--- config.mk ---
export PLATFORM = sky130hd
export DESIGN_NAME = ldst_align_unit
export DESIGN_NICKNAME = d
export VERILOG_FILES = /design/src/rtl/ldst_align_pkg.sv /design/src/rtl/ldst_decode.sv /design/src/rtl/ldst_align.sv /design/src/rtl/ldst_trim.sv /design/src/rtl/ldst_align_unit.sv
export SDC_FILE = /design/constraint.sdc
export NUM_CORES = 1
export LEC_CHECK = 0
export BUFFER_PORTS_ARGS = -buffer_cell sky130_fd_sc_hd__buf_4
export CAP_MARGIN = 20
export CORE_AREA = 3 3 186 188
export DETAILED_ROUTE_END_ITERATION = 12
export DIE_AREA = 0 0 189 191
export GPL_ROUTABILITY_DRIVEN = 0
export GPL_TIMING_DRIVEN = 0
export PLACE_DENSITY_LB_ADDON = 0.1
export SETUP_SLACK_MARGIN = 0.05
export SLEW_MARGIN = 20
export SYNTH_ARGS = -nofsm -noshare
export SYNTH_HDL_FRONTEND = slang
export SYNTH_SLANG_ARGS = --single-unit
--- constraint.sdc ---
create_clock -name clk -period 2.85 [get_ports clk]
set_input_delay 0.57 -clock clk [delete_from_list [all_inputs] [get_ports clk]]
set_output_delay 0.57 -clock clk [all_outputs]
set_load 0.01 [all_outputs]
--- src/rtl/ldst_align_pkg.sv ---
package ldst_align_pkg;

  typedef enum logic [1:0] {
    KIND_STORE = 2'd0,
    KIND_LOAD  = 2'd1,
    KIND_SWAP  = 2'd2,
    KIND_CAS   = 2'd3
  } acc_kind_e;

  localparam logic [4:0] OP_NORMAL   = 5'd30;
  localparam logic [4:0] OP_VOLATILE = 5'd14;
  localparam logic [4:0] OP_ATOMIC   = 5'd31;

  // low address bits that must be zero for a given size code
  function automatic logic [2:0] align_bits(input logic [1:0] sz);
    case (sz)
      2'd0:    align_bits = 3'b000;
      2'd1:    align_bits = 3'b001;
      2'd2:    align_bits = 3'b011;
      default: align_bits = 3'b111;
    endcase
  endfunction

endpackage

--- src/rtl/ldst_decode.sv ---
module ldst_decode
  import ldst_align_pkg::*;
(
  input  logic [15:0] insn,
  output logic        hit,
  output acc_kind_e   kind,
  output logic [1:0]  size,
  output logic        bypass
);
  logic [4:0] major;
  logic       sub_hi;

  assign major  = insn[15:11];
  assign sub_hi = insn[10];
  assign size   = insn[9:8];

  always_comb begin
    hit    = 1'b0;
    bypass = 1'b0;
    kind   = KIND_STORE;
    case (major)
      OP_NORMAL: begin
        hit  = 1'b1;
        kind = sub_hi ? KIND_LOAD : KIND_STORE;
      end
      OP_VOLATILE: begin
        hit    = 1'b1;
        bypass = 1'b1;
        kind   = sub_hi ? KIND_LOAD : KIND_STORE;
      end
      OP_ATOMIC: begin
        hit  = 1'b1;
        kind = sub_hi ? KIND_CAS : KIND_SWAP;
      end
      default: ;
    endcase
  end
endmodule

--- src/rtl/ldst_align.sv ---
module ldst_align
  import ldst_align_pkg::*;
#(
  parameter int XLEN = 64
) (
  input  logic [XLEN-1:0] addr_in,
  input  logic [1:0]      size,
  input  logic            user_mode,
  output logic            misaligned,
  output logic [XLEN-1:0] addr_out
);
  localparam int HI = XLEN - 3;

  logic [2:0]      low_sel;
  logic [XLEN-1:0] clr_mask;

  assign low_sel    = align_bits(size);
  assign clr_mask   = {{HI{1'b1}}, ~low_sel};
  assign misaligned = user_mode && (|(addr_in[2:0] & low_sel));
  assign addr_out   = addr_in & clr_mask;
endmodule

--- src/rtl/ldst_trim.sv ---
module ldst_trim #(
  parameter int XLEN = 64
) (
  input  logic [1:0]      size,
  input  logic [XLEN-1:0] din,
  output logic [XLEN-1:0] dout
);
  localparam int NBYTES = XLEN / 8;

  logic [3:0] keep_bytes;
  assign keep_bytes = 4'd1 << size;

  for (genvar b = 0; b < NBYTES; b++) begin : g_byte
    assign dout[b*8 +: 8] = (b < int'(keep_bytes)) ? din[b*8 +: 8] : 8'h00;
  end
endmodule

--- src/rtl/ldst_align_unit.sv ---
module ldst_align_unit
  import ldst_align_pkg::*;
#(
  parameter int XLEN = 64
) (
  input  logic            clk,
  input  logic            rst_n,
  input  logic            insn_valid,
  input  logic [15:0]     insn,
  input  logic [XLEN-1:0] addr_val,
  input  logic [XLEN-1:0] store_val,
  input  logic            user_mode,
  input  logic [1:0]      ld_size,
  input  logic [XLEN-1:0] ld_raw,
  input  logic [XLEN-1:0] cmp_val,
  output logic            req_valid,
  output logic [1:0]      req_kind,
  output logic [1:0]      req_size,
  output logic            req_bypass,
  output logic [XLEN-1:0] req_addr,
  output logic [XLEN-1:0] req_wdata,
  output logic            fault,
  output logic [XLEN-1:0] ld_result,
  output logic            cas_hit
);
  // decode
  logic        dec_hit;
  acc_kind_e   dec_kind;
  logic [1:0]  dec_size;
  logic        dec_bypass;

  ldst_decode u_dec (
    .insn   (insn),
    .hit    (dec_hit),
    .kind   (dec_kind),
    .size   (dec_size),
    .bypass (dec_bypass)
  );

  // alignment
  logic            dec_misaligned;
  logic [XLEN-1:0] dec_addr;

  ldst_align #(.XLEN(XLEN)) u_align (
    .addr_in    (addr_val),
    .size       (dec_size),
    .user_mode  (user_mode),
    .misaligned (dec_misaligned),
    .addr_out   (dec_addr)
  );

  // store data trim
  logic [XLEN-1:0] st_trim;
  ldst_trim #(.XLEN(XLEN)) u_st_trim (
    .size (dec_size),
    .din  (store_val),
    .dout (st_trim)
  );

  // load data formatting
  ldst_trim #(.XLEN(XLEN)) u_ld_trim (
    .size (ld_size),
    .din  (ld_raw),
    .dout (ld_result)
  );
  assign cas_hit = (ld_result == cmp_val);

  // named events
  logic take_req;
  logic take_fault;
  assign take_fault = insn_valid && dec_hit && dec_misaligned;
  assign take_req   = insn_valid && dec_hit && !dec_misaligned;

  always_ff @(posedge clk or negedge rst_n) begin
    if (!rst_n) begin
      req_valid  <= 1'b0;
      fault      <= 1'b0;
      req_kind   <= 2'd0;
      req_size   <= 2'd0;
      req_bypass <= 1'b0;
      req_addr   <= '0;
      req_wdata  <= '0;
    end else begin
      req_valid <= take_req;
      fault     <= take_fault;
      if (insn_valid && dec_hit) begin
        req_kind   <= dec_kind;
        req_size   <= dec_size;
        req_bypass <= dec_bypass;
        req_addr   <= dec_addr;
        req_wdata  <= (dec_kind == KIND_LOAD) ? '0 : st_trim;
      end
    end
  end

  // assertions
  a_r4_fault_blocks_req: assert property (@(posedge clk) disable iff (!rst_n)
    fault |-> !req_valid);

  a_r5_kernel_no_fault: assert property (@(posedge clk) disable iff (!rst_n)
    (insn_valid && !user_mode) |=> !fault);

  a_r5_addr_aligned: assert property (@(posedge clk) disable iff (!rst_n)
    req_valid |-> ((req_addr[2:0] & align_bits(req_size)) == 3'b000));

  a_r6_byte_no_fault: assert property (@(posedge clk) disable iff (!rst_n)
    (insn_valid && insn[9:8] == 2'd0) |=> !fault);

  a_r7_other_silent: assert property (@(posedge clk) disable iff (!rst_n)
    (insn_valid && !dec_hit) |=> (!req_valid && !fault));

  a_r11_idle_quiet: assert property (@(posedge clk) disable iff (!rst_n)
    !insn_valid |=> (!req_valid && !fault));

  a_r8_load_no_wdata: assert property (@(posedge clk) disable iff (!rst_n)
    (req_valid && req_kind == 2'd1) |-> (req_wdata == '0));
endmodule

* Word level (Yosys, flattened, before mapping)
Index checks and enable logic that the tools add are counted.
** Storage, ports and cells
- Bits in registers :: 135
- Bits in latches :: 0
- Bits in writable memories :: 0
- ROM bits :: 0
- Bits of input ports :: 278
- Output and inout port bits :: 200
- Logic and storage cells :: 67
- Memories :: 0
** Operators by class
- $add $sub $neg :: 0
- Multipliers :: 0
- Div/mod/pow operators :: 0
- Magnitude comparators :: 16
- Equal/unequal tests :: 7
- Shift-type cells :: 2
- Multiplexer cells :: 23
- Bitwise operators :: 3
- Reduce and logical (&&, ||, !) cells :: 9
** Operator list (number)
- $mux W8 :: 16
- $and A64 B64 Y64 :: 1
- $eq A64 B64 Y1 :: 1
- $mux W64 :: 1
- $lt A3 B4 Y1 const A :: 8
- $lt A1 B4 Y1 const A :: 4
- $lt A2 B4 Y1 const A :: 4
- $eq A5 B5 Y1 const B :: 2
- $pmux W3 S3 :: 1
- $shl A1 B2 Y4 const A :: 2
- $reduce_or A3 Y1 :: 2
- $eq A5 B4 Y1 const B :: 1
- $eq A2 B1 Y1 const B :: 2
- $logic_and A1 B1 Y1 :: 4
- $mux W1 :: 4
- $pmux W2 S2 :: 1
- $and A3 B3 Y3 :: 1
- $not A3 Y3 :: 1
- $eq A2 B2 Y1 const B :: 1
- $logic_not A2 Y1 :: 1
- $reduce_or A2 Y1 :: 1
- $logic_not A1 Y1 :: 1

* Longest topological paths before layout
Gate-level depths: netlist of run 1.
- Depth after elaboration :: 7
- Gate-level depth with buffers :: 9
- Depth with buffers taken out :: 6

* Hierarchy
A second synthesis of run 1 with hierarchy kept.
** Unflattened totals
- Cells, all modules :: 604
- Area, all modules :: 7053.0 um2
** Modules (own cells, without submodules)
- ldst_align_unit :: times used 1, cells an instance 379, area an instance 5546.6 um2, sequential area each 3378.2 um2
- ldst_trim :: times used 2, cells an instance 74, area an instance 470.5 um2, sequential area each 0.0 um2
- ldst_align :: times used 1, cells an instance 68, area an instance 503.0 um2, sequential area each 0.0 um2
- ldst_decode :: times used 1, cells an instance 9, area an instance 62.6 um2, sequential area each 0.0 um2

* Least setup slack after synthesis of run 1
OpenSTA, ideal clock, no wires.
- Kind :: input to output
- Start point :: in ld_raw[27]
- End point :: out cas_hit
- Data arrival time :: 2.098 ns
- Data required time :: 2.280 ns
- Slack :: 0.182 ns
- Cell stages on the path :: 5
- Path buffers :: 0
- Cells stage by stage :: and2_1 -> a2111oi_0 -> nand4_1 -> or4_1 -> nor4_1
** On the way
- Longest elaborated chain between the ends :: 2
** RTL lines
- from (decl) :: RTL line ldst_align_unit.sv:14 : input logic [XLEN-1:0] ld_raw,
- $mux W8 :: RTL line ldst_trim.sv:14 : assign dout[b*8 +: 8] = (b < int'(keep_bytes)) ? din[b*8 +: 8] : 8'h00;
- $eq A64 B64 Y1 :: RTL line ldst_align_unit.sv:66 : assign cas_hit = (ld_result == cmp_val);
- to (decl) :: RTL line ldst_align_unit.sv:24 : output logic cas_hit
No other way between the ends.

* Worst setup path in the final report of run 1
- Start point :: in ld_size[0]
- End point :: out cas_hit
** On the way
- Longest elaborated chain between the ends :: 4
- Elaborated cells between the ends (all ways) :: 18
- Classes of those cells :: order compare (8); eq/ne (1); shift (1); mux (8)
** RTL lines
- from (decl) :: RTL line ldst_align_unit.sv:13 : input logic [1:0] ld_size,
- $shl A1 B2 Y4 (*) :: RTL line ldst_trim.sv:11 : assign keep_bytes = 4'd1 << size;
- $lt A1 B4 Y1 (tied with other cells) :: RTL line ldst_trim.sv:14
- $mux W8 :: RTL line ldst_trim.sv:14
- $eq A64 B64 Y1 (*) :: RTL line ldst_align_unit.sv:66
Mark *: on every way between the ends. The rest lies on a longest branch, timed or not.

==> impl_metrics.json, run 1 <==
{
  "p_int_mw": 4.64,
  "dpl_cell_area_um2": 10800,
  "setup_ws_ns": -0.144,
  "synth.area.top_cells": "dfrtp_1, nand2_1, a22o_1",
  "skew_ns": 0,
  "fp-row-count": 67,
  "finish.utilization_pct": 34.9,
  "yosysMostFrequentCell": "nand2_1",
  "p_seq_share_pct": 37.0,
  "ys_warn_count": 0,
  "syn_nets": 1020,
  "combPwrFrac_pct": 27.8,
  "die_area_um2": 36100,
  "dp.cells": 1660,
  "antenna_found_initial": 1,
  "clk_latency_ns": 0.42,
  "crit_path_end_kind": "primary output",
  "fin_tns_setup_ns": -0.144,
  "cts_tree": "built",
  "portBuffers": 469,
  "clkPwrFrac_pct": 35.2,
  "vias": 7444,
  "finalCritPeriodShare_pct": 105,
  "drive_above_1_share_pct": 43.5,
  "post_synth_most_frequent_cells": "nand2_1, dfrtp_1, a22o_1",
  "hold_violations": 0,
  "rrSetupSlack_ns": 2.10,
  "synth_top_area_cell": "dfrtp_1",
  "core_um2": 33300,
  "clockBufferDepth": 2,
  "cts-hold-fix-buffers": 0,
  "switching_power_mw": 1.93,
  "multi_input_area_um2": 3020,
  "via_per_inst": 4.38,
  "min_period_ns": 2.99,
  "clk_pin_slew_ns": 0.06,
  "clockRootBuffer": "clkbuf_16",
  "dp_hpwl_mm": 27.1,
  "cts_max_level": 4,
  "cts_made_buffers": 17,
  "die_w_um": 189,
  "wire_per_inst_um": 19.7,
  "synth_edf_count": 0,
  "leakage_nw": 6.15,
  "path_max_fanout": 3,
  "worst_pin_slew_ns": 0.699,
  "grt-ovfl-total": 0,
  "drc": 0,
  "slew_headroom_pct": 53.1,
  "seq_area_frac_synth_pct": 50.7,
  "slew_violations": 0,
  "drv_cap": 0,
  "routed_wl_mm": 33.4,
  "syn_to_final_growth_pct": 74.2,
  "ys.flop_type": "dfrtp_1",
  "status": "complete, but fails checks",
  "async_flop_share_pct": 100,
  "die_h_um": 191,
  "powerDensity_nw_per_um2": 565,
  "fin_area_um2": 11600,
  "fin_cells": 1701,
  "dp_slack_ns": -0.681,
  "regArea_um2": 3380,
  "setup_viol": 1,
  "cp.arrival_ns": 2.42,
  "netlist_area_um2": 6670,
  "swShare_pct": 29.4,
  "synth_cell_types": 52,
  "irDropWorstVdd_uv": 399,
  "violations": "negative setup slack",
  "synth-seq-cells": 135,
  "max_freq_ghz": 0.334,
  "grt_pass1_vias": 7596,
  "cp.required_ns": 2.28,
  "grt_setup_unrepaired": "yes",
  "start_kind": "input port",
  "clock_sinks": 135,
  "nets": 1517,
  "synth_cells": 742,
  "start_util_pct": 20.0,
  "grt_max_degree": 70,
  "hold_path.class": "in -> async",
  "grt_pass1_wl_mm": 48.2,
  "first_pass_iters": 4,
  "synth.top_cell.area_share_pct": 50.7,
  "first_iter_violations": 359,
  "critPathKind": "in -> out",
  "n_fill_cell": 3522,
  "track_usage_pct": 17.7,
  "ant_nets": 0,
  "ios": 478,
  "syn_avg_cell_area_um2": 8.98
}
## final timing paths
path | from | end | depth (start not counted)
worst min-delay path | rst_n | req_wdata[10] | 1
min in group clk | user_mode | req_valid | 2
worst max-delay path | ld_size[0] | cas_hit | 8
worst max register to register | req_wdata[17] | req_wdata[17] | 1
max in group asynchronous | rst_n | req_wdata[53] | 2
worst min register to register | req_wdata[5] | req_wdata[5] | 2
## through the flow
| stage | power [mW] | hold slack [ns] |
|---|---|---|
| 2_1_floorplan | 3.07 | 0.274 |
| 3_3_place_gp | 4.27 | 0.454 |
| 3_5_place_dp | 4.28 | 0.457 |
| 4_1_cts | 6.67 | 0.107 |
| 5_1_grt | 6.92 | 0.117 |
| 6_report | 6.56 | 0.102 |
## cell type report
class                      count  area share [%]
sequential                   135            29.1
clock inverter                11            1.27
multi-input combinational    523            26.0
buffer                        50            2.26
antenna                        1          0.0216
inverter                      34            1.24
tap                          448            4.83
timing repair buffer         478            31.3
clock buffer                  21            3.97
## flip-flops by register name, indices dropped and copies added, names as in the netlist
register / count
req_kind: 2
req_valid: 1
req_bypass: 1
req_wdata: 64
req_addr: 64
req_size: 2
fault: 1
## kinds of logic after synthesis
logic type | Yosys count | share of synthesized area [%]
DFF | 135 | 50.7
buffers and inverters | 84 | 5.35
AOI/OAI and AO/OA | 140 | 16.6
xor gates and xnor gates | 19 | 2.50
and+or+nand+nor | 364 | 24.8
## critical path, cell delays in order
cell	delay (ns)
buf_8	0.11
buf_4	0.13
nor3_2	0.28
o32a_1	0.19
o2111ai_1	0.16
or4_4	0.47
nor4_4	0.34
buf_4	0.18
## metal layers
| metal | share of wire [%] | GRT usage (%) | up-vias |
|---|---|---|---|
| li1 | - | - | 3556 |
| met1 | 39 | 20.4 | 3512 |
| met2 | 51 | 31.8 | 338 |
| met3 | 7.9 | 5.15 | 38 |
| met4 | 2.0 | 5.41 | 0 |
| met5 | 0 | 0 | - |
## power groups by stage
stage	clock network, mW	logic, mW	registers, mW
detailed placement	0	1.82	2.46
floorplan	0	0.469	2.60
global route	2.47	1.98	2.47
CTS	2.39	1.84	2.43
global placement	0	1.82	2.45
finish	2.31	1.83	2.43
## layout by cell type, fill, tap and decap left out, types with 14 or more instances in the layout
cell,netlist,layout
a22o_1,60,60
and2_1,17,17
and3_1,33,33
buf_4,1,475
clkbuf_1,34,34
clkbuf_16,0,17
dfrtp_1,135,135
inv_1,25,24
nand2_1,223,222
nand3_1,15,15
nor2_1,32,31
o21ai_0,14,14
## repair_timing
item | in CTS | in global routing
endpoints found under the setup margin | 49 | 19
resized for setup | 25 | 13
pin swaps | 15 | 5
buffers inserted | 2 | 5
gates cloned | 1 | 0
hold endpoints to repair | 0 | 0
Note: power is estimated with default switching activity, not from simulation.
==> run 2: changes to the inputs <==
CORE_AREA = 2 2 185 187   (was 3 3 186 188)
DIE_AREA = 0 0 187 189   (was 0 0 189 191)
MAX_ROUTING_LAYER = met4   (was unset)
==> run 2 against run 1 <==
The run still ends with negative setup slack left. Clock skew unchanged. Register-to-register slack gained 0.02 ns. Sequential share of layout area down 0.36 points. Power up 1.9%. Combinational power barely moved. Global-route usage increased by 0.95 points. Worst setup slack better by 0.014 ns. Critical endpoint unchanged. Largest power group is now clock. Highest routed layer unchanged.
==> impl_metrics.json, run 2 (synthesis results as in run 1) <==
{
  "drv_cap": 0,
  "ios": 478,
  "fin_area_um2": 11800,
  "track_usage_pct": 18.7,
  "violations": "negative setup slack",
  "grt-ovfl-total": 0,
  "switching_power_mw": 1.97,
  "swShare_pct": 29.4,
  "grt_max_degree": 69,
  "clock_sinks": 135,
  "cts_made_buffers": 17,
  "path_max_fanout": 3,
  "finalCritPeriodShare_pct": 105,
  "dpl_cell_area_um2": 10800,
  "cts_tree": "built",
  "cp_slowest_cell": "or4_4",
  "top_regs": "req_addr (64), req_wdata (64)",
  "hold_violations": 0,
  "worst_pin_slew_ns": 0.673,
  "cp.arrival_ns": 2.41,
  "path_buf_inv": 3,
  "grt_pass1_wl_mm": 48.6,
  "grt_pass1_vias": 7877,
  "path_delay_family": "simple AND/OR/NAND/NOR gates",
  "worstPathCellList": "buf_8 -> buf_4 -> nor3_2 -> o32a_1 -> o2111ai_1 -> or4_4 -> nor4_4 -> buf_4",
  "die_h_um": 189,
  "hold_slack_ns": 0.0745,
  "nets": 1517,
  "irDropWorstVdd_uv": 373,
  "p_int_mw": 4.72,
  "ant_nets": 0,
  "dp_slack_ns": -0.481,
  "fp-row-count": 67,
  "setup_ws_ns": -0.130,
  "total_power_mw": 6.69,
  "vias": 7453,
  "antenna_found_initial": 0,
  "crit_path_end_kind": "primary output",
  "clockRootBuffer": "clkbuf_16",
  "syn_to_final_growth_pct": 76.3,
  "clk_pin_slew_ns": 0.07,
  "slew_headroom_pct": 55.0,
  "final_cell_mix": "buf_4, nand2_1, dfrtp_1",
  "start_util_pct": 20.0,
  "portBuffers": 469,
  "cts_max_level": 4,
  "start_kind": "input port",
  "dp_hpwl_mm": 26.6,
  "routed_wl_mm": 32.7,
  "wire_per_inst_um": 19.3,
  "hold_path.class": "in -> async",
  "slew_violations": 0,
  "cts-hold-fix-buffers": 0,
  "status": "complete, but fails checks",
  "min_period_ns": 2.98,
  "combPwrFrac_pct": 27.5,
  "die_w_um": 187,
  "first_iter_violations": 339,
  "finish.utilization_pct": 35.3,
  "clk_latency_ns": 0.42,
  "drc": 0,
  "drive_above_1_share_pct": 44.7,
  "cp.required_ns": 2.28,
  "skew_ns": 0,
  "crit_top_cell": "buf_4",
  "max_freq_ghz": 0.336,
  "clkPwrFrac_pct": 36.3,
  "die_area_um2": 35300,
  "grt_setup_unrepaired": "yes",
  "antenna_cells": 0,
  "powerDensity_nw_per_um2": 569,
  "clockBufferDepth": 2,
  "max_stage_delay_ns": 0.49,
  "via_per_inst": 4.38,
  "core_um2": 33300,
  "final_common_cell": "buf_4",
  "p_seq_share_pct": 36.2,
  "setup_viol": 1,
  "first_pass_iters": 4,
  "leakage_nw": 6.20,
  "critPathKind": "in -> out"
}
run 2: cell count changes in the layout (fill, tap and decap cells not counted), sizes merged:
cell      change
inv           +3
diode         -1
clkinv        -4
clkbuf        -2
clkinvlp      +2
bufinv        +1
run 2: final timing paths:
kind / startpoint / end / slack (ns) / cells after the start
max reg2reg: req_wdata[41] / req_wdata[41] / 2.12 / 1
min reg2reg: req_wdata[0] / req_wdata[0] / 0.47 / 2
min: rst_n / req_wdata[20] / 0.07 / 1
max in group asynchronous: rst_n / req_addr[54] / 2.03 / 2
max: ld_size[0] / cas_hit / -0.13 / 8
min in group clk: addr_val[50] / req_addr[50] / 0.32 / 3
run 2: through the flow:
| stage | cells | setup TNS [ns] |
|---|---|---|
| 2_1_floorplan | 742 | 0 |
| 3_3_place_gp | 1659 | -18.80 |
| 3_5_place_dp | 1660 | -18.58 |
| 4_1_cts | 1695 | -0.0553 |
| 5_1_grt | 1700 | -0.174 |
| 6_report | 1700 | -0.130 |
run 2: metal layers:
metal	global-route usage [%]	wire, um
met3	4.58	2070
met1	20.6	12900
met4	5.89	742
met5	-	0
met2	33.2	17000
run 2: layout make-up:
type / count / area [um2]
Clock inverter: 13 / 191
Clock buffer: 19 / 443
Fill cell: 3462 / 21500
Sequential cell: 135 / 3380
Timing Repair Buffer: 478 / 3660
Buffer: 50 / 267
Multi-Input combinational cell: 523 / 3110
Inverter: 34 / 144
Tap cell: 448 / 561
run 2: repair_timing:
item | CTS | global route
endpoints found under the hold margin | 0 | 0
cloned | 0 | 0
setup endpoints to repair | 49 | 13
pin swaps | 14 | 17
setup buffers | 3 | 5
gates resized for setup | 26 | 39
run 2: power by group through the flow:
stage	Combinational (mW)	Clock, mW	Sequential (mW)
after floorplan	0.469	0	2.60
after global placement	1.81	0	2.45
after detailed placement	1.81	0	2.45
after CTS	1.84	2.49	2.43
after global routing	1.99	2.57	2.47
final	1.84	2.43	2.42
==> run 3: changes to the inputs <==
BUFFER_PORTS_ARGS = unset   (was -buffer_cell sky130_fd_sc_hd__buf_4)
CORE_AREA = 2 2 188 190   (was 2 2 185 187)
DIE_AREA = 0 0 190 192   (was 0 0 187 189)
DONT_BUFFER_PORTS = 1   (was unset)
==> run 3 against run 2 <==
The flow finishes with violations (negative hold slack). Clock power shrank 6%. Worst hold slack lost 0.25 ns. First-iteration DRC count shrank 39%. Final cell count shrank 28%. Power shrank 17%. Critical path type unchanged. Largest power group is now sequential cells.
==> impl_metrics.json, run 3 (synthesis results as in run 1) <==
{
  "clockRootBuffer": "clkbuf_16",
  "antenna_cells": 0,
  "portBuffers": 0,
  "final_cell_mix": "nand2_1, dfrtp_1, a22o_1",
  "dpl_cell_area_um2": 7230,
  "clk_pin_slew_ns": 0.06,
  "path_max_fanout": 6,
  "ant_nets": 0,
  "powerDensity_nw_per_um2": 694,
  "finish.utilization_pct": 23.4,
  "worstPathCellList": "nand2_8 -> buf_6 -> buf_6 -> nor2_2 -> o32a_1 -> or4_4 -> nor4_4",
  "drc": 0,
  "fp-row-count": 68,
  "grt_max_degree": 136,
  "setup_ws_ns": 0.0740,
  "routed_wl_mm": 29.2,
  "skew_ns": 0,
  "status": "complete, but fails checks",
  "dp_slack_ns": -0.597,
  "drv_cap": 0,
  "start_kind": "input port",
  "leakage_nw": 3.78,
  "cts_tree": "built",
  "drive_above_1_share_pct": 9.55,
  "path_buf_inv": 2,
  "critPathLaunch": "ld_size[1]",
  "clk_latency_ns": 0.43,
  "syn_to_final_growth_pct": 20.5,
  "antenna_found_initial": 1,
  "track_usage_pct": 15.7,
  "hold_violations": 135,
  "grt_setup_unrepaired": "no",
  "grt_pass1_wl_mm": 40.6,
  "first_iter_violations": 208,
  "cp.required_ns": 2.28,
  "min_period_ns": 2.78,
  "final_common_cell": "nand2_1",
  "wire_per_inst_um": 23.7,
  "crit_path_end_kind": "primary output",
  "grt-ovfl-total": 0,
  "vias": 5748,
  "slew_headroom_pct": 46.0,
  "met1_usage_pct": 17.6,
  "die_w_um": 190,
  "setup_viol": 0,
  "die_h_um": 192,
  "grt_busiest_layer": "met2",
  "start_util_pct": 19.4,
  "worst_pin_slew_ns": 0.810,
  "finalCritPeriodShare_pct": 97.4,
  "fin_area_um2": 8030,
  "clockBufferDepth": 2,
  "dp_hpwl_mm": 22.9,
  "grtUsageMet3_pct": 5.46,
  "hold_slack_ns": -0.175,
  "max_stage_delay_ns": 0.56,
  "path_delay_family": "simple AND/OR/NAND/NOR gates",
  "grt_pass1_vias": 5991,
  "fin_tns_setup_ns": 0,
  "first_pass_iters": 5,
  "slew_violations": 0,
  "via_per_inst": 4.67,
  "die_area_um2": 36500,
  "top_regs": "req_addr (64), req_wdata (64)",
  "cp_slowest_cell": "or4_4",
  "ios": 478,
  "timing.rr.start": "req_wdata[63]",
  "critPathKind": "in -> out",
  "clock_sinks": 135,
  "nets": 1041,
  "use_met2_pct": 26.1,
  "max_freq_ghz": 0.360,
  "crit_top_cell": "buf_6",
  "cts_max_level": 4,
  "hold_path.class": "in -> async",
  "irDropWorstVdd_uv": 413,
  "core_um2": 34300,
  "cts_made_buffers": 17,
  "violations": "negative hold slack",
  "cp.arrival_ns": 2.21
}
[run 3: cell types whose count changed in the layout (fill, tap and decap cells not counted), moves of 3 or more]
cell,previous run,this run
buf_4,468,0
buf_8,6,0
clkbuf_1,31,36
inv_1,21,25
clkbuf_2,3,0
inv_6,4,1
[run 3: final cells by class]
type	count	area [um2]
fill	3783	26300
sequential	135	3380
multi-input combinational	523	3100
tap	455	569
clock buffer	20	437
buffer	50	253
clock inverter	11	150
inverter	34	128
timing repair buffer	2	22.5
[run 3: timing repair]
item,4_1_cts,5_1_grt
pin swaps,8,8
hold endpoints to repair,135,135
buffers inserted,0,2
setup endpoints to repair,41,1
resized for setup,26,16
[run 3: per-stage QoR]
| stage | power, mW | instances |
|---|---|---|
| 5_1_grt | 5.88 | 1230 |
| 6_report | 5.58 | 1230 |
| 4_1_cts | 5.68 | 1228 |
| 2_1_floorplan | 3.07 | 742 |
| 3_3_place_gp | 3.33 | 1197 |
| 3_5_place_dp | 3.32 | 1197 |
[run 3: power breakdown]
part	internal, mW	leakage, nW	switching [mW]	total, mW
combinational	0.283	1.75	0.318	0.601
clock	1.37	0.280	0.907	2.28
sequential	2.25	1.75	0.450	2.70
total	3.90	3.78	1.68	5.58
[run 3: worst paths after layout]
kind	to	slack, ns	depth (start not counted)
min in group clk	req_bypass	0.22	1
setup / recovery	cas_hit	0.07	7
max in group asynchronous	req_addr[41]	2.88	0
hold / removal	req_wdata[13]	-0.17	0
setup reg to reg	req_wdata[63]	2.05	1
hold reg to reg	req_addr[7]	0.55	2
[run 3: metal layers]
| layer | routed length (um) | up-vias | part of all wire (%) |
|---|---|---|---|
| met5 | 0 | - | 0 |
| met2 | 14300 | 322 | 49 |
| met3 | 2570 | 37 | 8.8 |
| met4 | 692 | 0 | 2.4 |
| met1 | 11600 | 2786 | 40 |
| li1 | - | 2603 | - |
